--- config.mk ---
export PLATFORM = sky130hd
export DESIGN_NAME = addr_gen_unit
export DESIGN_NICKNAME = d
export VERILOG_FILES = /design/src/rtl/agu_pkg.sv /design/src/rtl/agu_rst_sync.sv /design/src/rtl/agu_regfile.sv /design/src/rtl/agu_arith.sv /design/src/rtl/agu_ctrl.sv /design/src/rtl/addr_gen_unit.sv
export SDC_FILE = /design/constraint.sdc
export NUM_CORES = 1
export LEC_CHECK = 0
export BUFFER_PORTS_ARGS = -buffer_cell sky130_fd_sc_hd__buf_2
export CELL_PAD_IN_SITES_DETAIL_PLACEMENT = 0
export CELL_PAD_IN_SITES_GLOBAL_PLACEMENT = 1
export CORE_AREA = 2 2 144 146
export DETAILED_ROUTE_END_ITERATION = 8
export DIE_AREA = 0 0 146 148
export HOLD_SLACK_MARGIN = 0.02
export PLACE_DENSITY = 0.73
export SYNTH_ARGS = -nofsm -noshare
export SYNTH_HDL_FRONTEND = slang
export SYNTH_HIERARCHICAL = 1
export SYNTH_SLANG_ARGS = --single-unit
--- constraint.sdc ---
create_clock -name clk -period 7.9 [get_ports clk]
set_input_delay 1.58 -clock clk [delete_from_list [all_inputs] [get_ports clk]]
set_output_delay 1.58 -clock clk [all_outputs]
set_load 0.02 [all_outputs]
--- src/rtl/agu_pkg.sv ---
package agu_pkg;
  typedef enum logic [2:0] {
    OP_NOP  = 3'd0,
    OP_LOAD = 3'd1,
    OP_INC  = 3'd2,
    OP_DEC  = 3'd3,
    OP_IDX  = 3'd4,
    OP_IND  = 3'd5
  } agu_op_e;

  localparam logic [1:0] XFER_WORD = 2'b10;
endpackage

--- src/rtl/agu_rst_sync.sv ---
module agu_rst_sync (
  input  logic clk,
  input  logic rst_n,
  output logic rst_sync_n
);
  logic stage1_q;
  logic stage2_q;

  always_ff @(posedge clk or negedge rst_n) begin
    if (!rst_n) begin
      stage1_q <= 1'b0;
      stage2_q <= 1'b0;
    end else begin
      stage1_q <= 1'b1;
      stage2_q <= stage1_q;
    end
  end

  assign rst_sync_n = stage2_q;
endmodule

--- src/rtl/agu_regfile.sv ---
module agu_regfile #(
  parameter int AW   = 20,
  parameter int NREG = 4,
  localparam int SW  = $clog2(NREG)
) (
  input  logic          clk,
  input  logic          rst_n,
  input  logic          wr_en,
  input  logic [SW-1:0] wr_sel,
  input  logic [AW-1:0] wr_data,
  input  logic [SW-1:0] rd_a_sel,
  input  logic [SW-1:0] rd_b_sel,
  output logic [AW-1:0] rd_a,
  output logic [AW-1:0] rd_b
);
  logic [AW-1:0] slots [NREG];

  for (genvar g = 0; g < NREG; g++) begin : g_slot
    logic          slot_en;
    logic [AW-1:0] slot_q;

    assign slot_en = wr_en && (wr_sel == SW'(g));

    always_ff @(posedge clk or negedge rst_n) begin
      if (!rst_n) begin
        slot_q <= '0;
      end else if (slot_en) begin
        slot_q <= wr_data;
      end
    end

    assign slots[g] = slot_q;
  end

  assign rd_a = slots[rd_a_sel];
  assign rd_b = slots[rd_b_sel];
endmodule

--- src/rtl/agu_arith.sv ---
module agu_arith #(
  parameter int AW  = 20,
  parameter int SCW = 2
) (
  input  logic [AW-1:0]  base,
  input  logic [AW-1:0]  index,
  input  logic [SCW-1:0] scale,
  output logic [AW-1:0]  base_up,
  output logic [AW-1:0]  base_down,
  output logic [AW-1:0]  scaled_addr,
  output logic           base_is_max,
  output logic           base_is_zero
);
  logic [AW-1:0] shifted;

  always_comb begin
    shifted      = index << scale;
    scaled_addr  = base + shifted;
    base_up      = base + AW'(1);
    base_down    = base - AW'(1);
    base_is_max  = &base;
    base_is_zero = ~|base;
  end
endmodule

--- src/rtl/agu_ctrl.sv ---
module agu_ctrl #(
  parameter int SW = 2
) (
  input  logic          clk,
  input  logic          rst_n,
  input  logic          start,
  input  logic [SW-1:0] start_sel,
  output logic          fetching,
  output logic [SW-1:0] fetch_sel
);
  typedef enum logic {ST_IDLE = 1'b0, ST_FETCH = 1'b1} ctrl_state_e;

  ctrl_state_e   state_q, state_d;
  logic [SW-1:0] sel_q;
  logic          sel_en;

  always_comb begin
    state_d = state_q;
    sel_en  = 1'b0;
    case (state_q)
      ST_IDLE: begin
        if (start) begin
          state_d = ST_FETCH;
          sel_en  = 1'b1;
        end
      end
      ST_FETCH: state_d = ST_IDLE;
      default:  state_d = ST_IDLE;
    endcase
  end

  always_ff @(posedge clk or negedge rst_n) begin
    if (!rst_n) begin
      state_q <= ST_IDLE;
    end else begin
      state_q <= state_d;
    end
  end

  always_ff @(posedge clk or negedge rst_n) begin
    if (!rst_n) begin
      sel_q <= '0;
    end else if (sel_en) begin
      sel_q <= start_sel;
    end
  end

  assign fetching  = (state_q == ST_FETCH);
  assign fetch_sel = sel_q;
endmodule

--- src/rtl/addr_gen_unit.sv ---
module addr_gen_unit
  import agu_pkg::*;
#(
  parameter int AW   = 20,
  parameter int DW   = 32,
  parameter int NREG = 4,
  parameter int SCW  = 2,
  localparam int SW  = $clog2(NREG)
) (
  input  logic           clk,
  input  logic           rst_n,
  input  logic [2:0]     cmd_op,
  input  logic [SW-1:0]  cmd_sel,
  input  logic [SW-1:0]  cmd_isel,
  input  logic [SCW-1:0] cmd_scale,
  input  logic           cmd_we,
  input  logic [1:0]     cmd_size,
  input  logic [DW-1:0]  dbus_in,
  output logic [AW-1:0]  mem_addr,
  output logic           mem_req,
  output logic           mem_we,
  output logic [1:0]     mem_size,
  output logic           cnt_ovf,
  output logic           cnt_unf,
  output logic           busy
);
  logic          rst_int_n;
  logic [AW-1:0] rd_a, rd_b;
  logic [AW-1:0] val_up, val_down, val_scaled;
  logic          val_max, val_zero;
  logic          fetching;
  logic [SW-1:0] fetch_sel;
  logic          start_fetch;

  logic          wr_en;
  logic [SW-1:0] wr_sel;
  logic [AW-1:0] wr_data;

  logic [AW-1:0] addr_d;
  logic          req_d, we_d, ovf_d, unf_d;
  logic [1:0]    size_d;

  agu_rst_sync u_rst_sync (
    .clk        (clk),
    .rst_n      (rst_n),
    .rst_sync_n (rst_int_n)
  );

  agu_regfile #(.AW(AW), .NREG(NREG)) u_regfile (
    .clk      (clk),
    .rst_n    (rst_int_n),
    .wr_en    (wr_en),
    .wr_sel   (wr_sel),
    .wr_data  (wr_data),
    .rd_a_sel (cmd_sel),
    .rd_b_sel (cmd_isel),
    .rd_a     (rd_a),
    .rd_b     (rd_b)
  );

  agu_arith #(.AW(AW), .SCW(SCW)) u_arith (
    .base         (rd_a),
    .index        (rd_b),
    .scale        (cmd_scale),
    .base_up      (val_up),
    .base_down    (val_down),
    .scaled_addr  (val_scaled),
    .base_is_max  (val_max),
    .base_is_zero (val_zero)
  );

  assign start_fetch = !fetching && (cmd_op == OP_IND);

  agu_ctrl #(.SW(SW)) u_ctrl (
    .clk       (clk),
    .rst_n     (rst_int_n),
    .start     (start_fetch),
    .start_sel (cmd_sel),
    .fetching  (fetching),
    .fetch_sel (fetch_sel)
  );

  // Command decode: register write-back and next output values
  always_comb begin
    wr_en   = 1'b0;
    wr_sel  = cmd_sel;
    wr_data = dbus_in[AW-1:0];
    addr_d  = '0;
    req_d   = 1'b0;
    we_d    = 1'b0;
    size_d  = '0;
    ovf_d   = 1'b0;
    unf_d   = 1'b0;
    if (fetching) begin
      wr_en   = 1'b1;
      wr_sel  = fetch_sel;
    end else begin
      case (cmd_op)
        OP_LOAD: wr_en = 1'b1;
        OP_INC: begin
          wr_en   = 1'b1;
          wr_data = val_up;
          addr_d  = rd_a;
          req_d   = 1'b1;
          we_d    = cmd_we;
          size_d  = cmd_size;
          ovf_d   = val_max;
        end
        OP_DEC: begin
          wr_en   = 1'b1;
          wr_data = val_down;
          addr_d  = rd_a;
          req_d   = 1'b1;
          we_d    = cmd_we;
          size_d  = cmd_size;
          unf_d   = val_zero;
        end
        OP_IDX: begin
          addr_d  = val_scaled;
          req_d   = 1'b1;
          we_d    = cmd_we;
          size_d  = cmd_size;
        end
        OP_IND: begin
          addr_d  = rd_a;
          req_d   = 1'b1;
          size_d  = XFER_WORD;
        end
        default: ;
      endcase
    end
  end

  always_ff @(posedge clk or negedge rst_int_n) begin
    if (!rst_int_n) begin
      mem_addr <= '0;
      mem_req  <= 1'b0;
      mem_we   <= 1'b0;
      mem_size <= '0;
      cnt_ovf  <= 1'b0;
      cnt_unf  <= 1'b0;
    end else begin
      mem_addr <= addr_d;
      mem_req  <= req_d;
      mem_we   <= we_d;
      mem_size <= size_d;
      cnt_ovf  <= ovf_d;
      cnt_unf  <= unf_d;
    end
  end

  assign busy = fetching;
endmodule

Word level (Yosys, flattened, before mapping). Cells that the tools add are included.

Mux-type cells: 26. Magnitude comparators: 2. $mul: 0. Reductions and logical operators: 14. Shift-type cells: 1. Eq/ne operators: 8. Divide/modulo/power cells: 0. Bitwise operators: 3. Add/subtract/negate cells: 3.

Operators with widths (count): $mux W20 (6); $bmux W20 S2 (2); $pmux W20 S2 (2); $add A20 B1 Y20 const B (1); $add A20 B20 Y20 (1); $reduce_and A20 Y1 (1); $reduce_or A20 Y1 (1); $shl A20 B2 Y20 (1); $sub A20 B1 Y20 const B (1); $mux W1 (12); $reduce_or A3 Y1 (3); $eq A3 B2 Y1 const B (2); $eq A3 B3 Y1 const B (2); $ge A3 B3 Y1 const B (2); $not A2 Y3 (2); $logic_and A1 B1 Y1 (5); $eq A2 B2 Y1 const B (2); $mux W2 (2); $pmux W2 S2 (1); $reduce_or A4 Y1 (1); $eq A3 B1 Y1 const B (1); $eq A2 B1 Y1 const B (1); $logic_not A1 Y1 (2); $logic_not A2 Y1 (1); 2 further kinds (2).

Latch bits: 0. Flip-flop bits (word level): 111. Bits in read-only memories: 0. Memories: 0. RAM bits: 0. Output and inout bits: 27. Bits of input ports: 46.

Depth between registers and ports, before layout. Gate-level depths: netlist (run 1).

Depth after elaboration: 8. Depth in mapped cells: 12. Mapped depth without buffers: 11.

By module. Netlist (run 1), hierarchy kept.

By module, submodules not included: agu_regfile (cells an instance 220, area each 3931.3 µm², times used 1); agu_arith (cells an instance 296, area each 2297.2 µm², times used 1); addr_gen_unit (cells an instance 142, area each 1456.4 µm², times used 1); agu_ctrl (cells an instance 6, area each 118.9 µm², times used 1); agu_rst_sync (cells an instance 3, area each 53.8 µm², times used 1).

Least setup slack after synthesis (run 1). No wires, ideal clock.

Kind: input-to-reg. Start point: input cmd_isel[0]. End point: register mem_addr[16]. Arrival time: 4.571 ns. Slack: 3.208 ns. Cell stages on the path: 11. Required time: 7.779 ns. Cell sequence: buf_4 > mux4_2 > mux4_2 > ha_1 > buf_6 > a211oi_2 > nor2_1 > o311a_1 > or4_1 > xor2_1 > a22o_1.

Word-level cells in the longest chain between the ends: 8.

RTL lines: start: declaration (RTL line addr_gen_unit.sv:14) `input logic [SW-1:0] cmd_isel,`; $not A2 Y3 (not written as such) (RTL line agu_regfile.sv:36) `assign rd_b = slots[rd_b_sel];`; $bmux W20 S2 (RTL line agu_regfile.sv:36); $mux W20 (not written as such) (2 in series) (RTL line agu_regfile.sv:36); named net rd_b[6] (RTL line addr_gen_unit.sv:28) `logic [AW-1:0] rd_a, rd_b;`; $shl A20 B2 Y20 (RTL line agu_arith.sv:17) `shifted = index << scale;`; $add A20 B20 Y20 (RTL line agu_arith.sv:18) `scaled_addr = base + shifted;`; named net val_scaled[16] (RTL line addr_gen_unit.sv:29) `logic [AW-1:0] val_up, val_down, val_scaled;`; $pmux W20 S2 (RTL line addr_gen_unit.sv:98) `case (cmd_op)`; $mux W20 (RTL line addr_gen_unit.sv:94) `if (fetching) begin`; named net addr_d[16] (RTL line addr_gen_unit.sv:39) `logic [AW-1:0] addr_d;`; end signal: assignment (RTL line addr_gen_unit.sv:143) `mem_addr <= addr_d;`; end: declaration (RTL line addr_gen_unit.sv:19) `output logic [AW-1:0] mem_addr,`.

The timed path passes the listed nets, and every way through them passes these cells. The select of a mux whose other input is x is not followed. A chain may end at the register's enable or synchronous reset.

Worst setup path after layout (run 1).
Start point: input cmd_isel[0]. End point: register mem_addr[15].

The elaborated chain is that of the path after synthesis.

==> results of run 1 <==
-- power by group --
group	internal (mW)	switching, mW	leakage [nW]
Combinational	0.615	0.756	2.18
Clock	0.225	0.236	0.148
Sequential	0.727	0.102	1.39
-- worst register-to-register path, cell delays in order (launching register included) --
cell      delay [ns]
dfrtp_1         0.39
mux4_2          0.56
mux4_2          0.49
ha_1            0.39
a21oi_1         0.33
o211ai_1        0.19
a21oi_1         0.48
o21ai_0         0.26
xor2_1          0.19
a22o_1          0.21
-- metal layers --
metal,vias up,routed length [um]
li1,2590,-
met1,2886,8717
met2,150,9806
met3,28,919
met4,0,486
met5,-,0
-- worst paths after layout --
| kind | end | slack, ns | cells after the start |
|---|---|---|---|
| worst max-delay path | mem_addr[15] | 2.72 | 10 |
| worst min-delay path | u_regfile/g_slot[3].slot_q[1] | 0.33 | 0 |
| worst max register to register | mem_addr[15] | 4.30 | 9 |
| worst min register to register | u_regfile/g_slot[3].slot_q[1] | 0.33 | 0 |
| max in group asynchronous | u_regfile/g_slot[3].slot_q[4] | 6.29 | 1 |
| min in group clk | u_rst_sync/rst_sync_n | 0.36 | 0 |
-- kinds of logic after synthesis --
| kind of cell | after synthesis |
|---|---|
| flip-flops | 111 |
| adder cells (fa/ha/maj) | 24 |
| AND/OR/NAND/NOR | 157 |
| other | 1 |
| buffers and inverters | 56 |
| multiplexers | 161 |
| XOR/XNOR | 48 |
| AO/OA/AOI/OAI | 109 |
-- stage by stage --
step	setup WS (ns)	area [um^2]	hold WS, ns	cells	power [mW]
finish	2.723	8591	0.3268	974	2.661
global placement	2.356	8284	0.3330	957	2.150
CTS	2.712	8588	0.3591	973	2.674
detailed placement	2.324	8284	0.3436	957	2.201
global route	2.571	8588	0.3762	973	2.862
floorplan	3.208	7858	0.3312	667	1.901
-- placed cells by master (no fill, tap or decap), types with 10 or more instances in the layout --
| cell | count |
|---|---|
| nand3_1 | 18 |
| mux4_2 | 56 |
| ha_1 | 23 |
| xor2_1 | 20 |
| o21ai_0 | 11 |
| xnor2_1 | 28 |
| nand2_1 | 47 |
| a22o_1 | 20 |
| nor2_1 | 26 |
| inv_1 | 10 |
| mux2i_1 | 21 |
| mux2_2 | 38 |
| dfrtp_1 | 110 |
| mux2_1 | 44 |
| buf_2 | 60 |
| o21ai_1 | 21 |
| a21oi_1 | 21 |
-- registers in the layout, summed over array words and instances, names as in the netlist --
register / cells
cnt_ovf: 1
u_ctrl/fetch_sel: 2
cnt_unf: 1
mem_req: 1
u_rst_sync/stage1_q: 1
mem_size: 2
mem_we: 1
u_ctrl/fetching: 1
mem_addr: 20
u_rst_sync/rst_sync_n: 1
u_regfile/g_slot.slot_q: 80
-- area by class of cell --
| type | count | share of cell area (%) |
|---|---|---|
| Inverter | 10 | 0.4369 |
| Clock buffer | 9 | 2.622 |
| Multi-Input combinational cell | 500 | 55.67 |
| Tap cell | 270 | 3.932 |
| Antenna cell | 1 | 0.02913 |
| Clock inverter | 7 | 0.9176 |
| Timing Repair Buffer | 66 | 4.020 |
| Sequential cell | 111 | 32.38 |
==> impl_metrics.ini, run 1 <==
[status]
outcome = completed

[clock_network]
cts_root_buffer = clkbuf_16
cts_resized = 0
h-tree-depth = 3
clock_latency_ns = 0.37
cts_buffers = 9
clock-sinks = 111
tritoncts = yes
postCtsSetupBuffers = 0
clk_path_buf_depth = 2
clkSlewWorstSetupHoldPaths_ns = 0.08
ctsHoldBuffers = 0

[grt]
use_met1_pct = 24.52
grt_max_degree = 67
grt_pass1_vias = 5961
grt_pass1_wl_um = 32020
grt_usage_pct = 19.02
gr-max-usage-layer = met2
met3_usage_pct = 3.210
antenna_found_initial = 0
gr-total-overflow = 0
grt_util_met2_pct = 32.45

[routing]
drc_errors = 0
drt_iter0_drc = 249
vias = 5654
drt_pass1_iterations = 4
wirelength_um = 19930
post_drt_via_cell_ratio = 5.805
drtAntennaViolNets = 0
wire_per_inst_um = 20.46

[synthesis]
synth_nets = 737
yosys-top-cells-count = dfrtp_1 (111), mux4_2 (56), nand2_1 (47)
ys_ff_latch = 111
synthTopCellsByArea = dfrtp_1 (35%), mux4_2 (16%), mux2_1 (6.3%)
synth_top_area_share_pct = 35.35
synth-compound-area-share_pct = 9.586
synthFlopType = dfrtp_1
synthMuxAreaShare_pct = 30.86
synth-xor-area-share_pct = 5.350
syn_area_mm2 = 0.007858
synth_fa_ha_area_share_pct = 3.917
ys_seq_area_share_pct = 35.35
synth_edf_count = 0
synth-async-reset-ratio_pct = 100.0
yosysTopAreaCell = dfrtp_1
syn_inst = 667
avgSynthCellArea_um2 = 11.78
synth_top_family_by_area = multiplexers
ys_types = 71
yosysMostFrequentCell = dfrtp_1
yosysWarnings = 6
synth_simple_gate_area_share_pct = 11.02

[floorplan]
dieArea_mm2 = 0.02161
die_h_um = 148
core_mm2 = 0.02004
fp.dieW_um = 146
ios = 73
start_util_pct = 39.21
rows = 52

[timing]
tns_ns = 0
fmax_mhz = 193.2
finalHoldViolCount = 0
grt_setup_unrepaired = false
fin_crit_ns = 5.177
clock_skew_ns = 0.01123
slew_headroom_pct = 41.05
fin_crit_sh_pct = 65.53
setup_viol = 0
drv_slew = 0
tightest_slew_ns = 0.8842

[cells_and_area]
regArea_mm2 = 0.002781
multi_input_area_mm2 = 0.004782
area_growth_pct = 9.331
nFillCells = 1905
drive_gt1_share_pct = 28.02
final_core_utilization_pct = 42.87
finalNetCount = 768

[critical_path]
crit_path_start = cmd_isel[0]
cp-end-kind = flop
critical_path.slowest_cell = mux4_2
startpoint_type = input port
reg2reg_from = u_regfile/g_slot[3].slot_q[4]
crit_fanout = 20
crit_path_max_incr_delay_ns = 0.68
cp_top_family = compound AO/OA/AOI/OAI gates
crit_chain = buf_2 > mux4_2 > mux4_2 > ha_1 > a21oi_1 > o211ai_1 > a21oi_1 > o21ai_0 > xor2_1 > a22o_1
crit_buf_inv = 1
required_ns = 8.15
worstSetupPathType = input port to flop
arrival_ns = 5.43

[placement]
place.gp.congestion = 0.8289
portBuffers = 60
hpwlAfterDp_um = 14270

[run]
cap_violations = 0

[power]
power.density_mw_per_mm2 = 309.8
ir_worst_vdd_v = 0.0001302
p_leak_nw = 3.713

[worst_hold_path]
hp-class = flop to asynchronous set/reset pin
Power figures use the tool's default switching activity.
==> run 2, diff against run 1 <==
==> constraint.sdc (replaced) <==
create_clock -name clk -period 4.95 [get_ports clk]
set_input_delay 0.99 -clock clk [delete_from_list [all_inputs] [get_ports clk]]
set_output_delay 0.99 -clock clk [all_outputs]
set_load 0.02 [all_outputs]
==> run 2 against run 1 <==
Setup slack got worse by 1.8 ns. Global-route usage increased by 0.22 points. Design area increased by 1.1%. Wire length increased by 2.1%. First-iteration DRC count decreased by 1.6%. Sequential share of layout area decreased by 0.35 points. Die area unchanged. Combinational power increased by 64%. Count of clock-buffer cells in the layout increased by 1. Critical path type unchanged. Highest routed layer unchanged.
==> impl_metrics.ini, run 2 (same netlist as run 1, synthesis figures left out) <==
[power]
seqPwrFrac_pct = 30.7
switchingPower_mw = 1.743
power.density_mw_per_mm2 = 499.0
p_leak_nw = 3.776
share_comb_of_total_power_pct = 51.6
power.share.clock_pct = 17.7
p_sw_share_pct = 40.21
p_int_mw = 2.591
ir_worst_vdd_v = 0.0001926
power_mw = 4.333

[timing]
setup_slack_ns = 0.8801
grt_setup_unrepaired = false
tightest_slew_ns = 0.9566
slew_headroom_pct = 36.22
finalHoldViolCount = 0
setup_viol = 0
fmax_mhz = 245.7
hold_slack_ns = 0.3562
fin_crit_sh_pct = 82.22
tns_ns = 0
clock_skew_ns = 0.01298
drv_slew = 0
fin_crit_ns = 4.070

[floorplan]
fp.dieW_um = 146
rows = 52
ios = 73
core_mm2 = 0.02004
die_h_um = 148
dieArea_mm2 = 0.02161
start_util_pct = 39.21

[cells_and_area]
multi_input_area_mm2 = 0.004782
finalNetCount = 779
largestRegisters = u_regfile/g_slot.slot_q (80), mem_addr (20)
area_growth_pct = 10.53
final_core_utilization_pct = 43.34
insertedDiodeCount = 0
final_common_cell = dfrtp_1
final_cells = 984
fin_area_mm2 = 0.008685
largest_register_ffs = 80
regMostFlops = u_regfile/g_slot.slot_q
layout_common_cells = dfrtp_1 (110), buf_2 (60), mux4_2 (56)
nFillCells = 1918
regArea_mm2 = 0.002781
drive_gt1_share_pct = 29.13

[critical_path]
cp-end-kind = flop
required_ns = 5.26
arrival_ns = 4.38
worstSetupPathType = input port to flop
crit_fanout = 13
startpoint_type = input port
rr_worst_depth = 9

[placement]
dpl_cell_area_mm2 = 0.008379
dp.cells = 968
portBuffers = 60
place.gp.congestion = 0.8600
dp_slack_ns = 0.5166
hpwlAfterDp_um = 14690

[routing]
drt_iter0_drc = 245
drt_pass1_iterations = 4
wirelength_um = 20340
drc_errors = 0
wire_per_inst_um = 20.67
drtAntennaViolNets = 0
post_drt_via_cell_ratio = 5.761
vias = 5669

[clock_network]
cts_buffers = 9
cts_resized = 0
clkSlewWorstSetupHoldPaths_ns = 0.08
clk_path_buf_depth = 2
clock_latency_ns = 0.36
postCtsSetupBuffers = 0
cts_root_buffer = clkbuf_16
h-tree-depth = 3
ctsHoldBuffers = 0
clock-sinks = 111
tritoncts = yes

[grt]
grt_pass1_vias = 5957
antenna_found_initial = 0
grt_max_degree = 61
gr-total-overflow = 0
grt_usage_pct = 19.24
grt_pass1_wl_um = 32410

[run]
cap_violations = 0

[worst_hold_path]
min_path_cells = 0
hp-class = flop to flop

[status]
outcome = completed
run 2: path summary, 6_finish.rpt:
path                       slack (ns)                              to                      startpoint
setup / recovery                 0.88                    mem_addr[17]                      cmd_sel[0]
hold / removal                   0.36           u_rst_sync/rst_sync_n             u_rst_sync/stage1_q
setup reg to reg                 1.50                    mem_addr[17]  u_regfile/g_slot[2].slot_q[11]
hold reg to reg                  0.36           u_rst_sync/rst_sync_n             u_rst_sync/stage1_q
max in group asynchronous        3.40  u_regfile/g_slot[0].slot_q[18]           u_rst_sync/rst_sync_n
min in group asynchronous        0.39           u_rst_sync/rst_sync_n                           rst_n
run 2: power by group through the flow:
stage | clock, mW | sequential, mW | combinational [mW]
detailed placement | 0 | 1.35 | 2.22
finish | 0.765 | 1.33 | 2.24
global route | 0.813 | 1.37 | 2.43
global placement | 0 | 1.31 | 2.18
CTS | 0.785 | 1.33 | 2.22
floorplan | 0 | 1.36 | 1.68
run 2: area by class of cell:
class,instances,share of cell area [%]
tap,270,3.890
sequential,111,32.03
timing repair buffer,77,5.071
clock buffer,10,2.752
multi-input combinational,500,55.06
clock inverter,6,0.7636
inverter,10,0.4322
run 2: per-layer routing:
layer  wire, um  vias to the layer above  global-route usage (%)
li1           -                     2602                       -
met1       9093                     2899                   25.55
met2      10060                      148                   33.14
met3        808                       20                   1.944
met4        379                        0                   6.553
met5          0                        -                       0
run 2: worst max-delay path: stages:
cell     delay (ns)
buf_2          0.42
buf_4          0.28
mux4_2         0.66
ha_1           0.51
nand4_1        0.26
or2_0          0.31
and2_1         0.17
and4_1         0.20
nor4_1         0.38
a22o_1         0.18
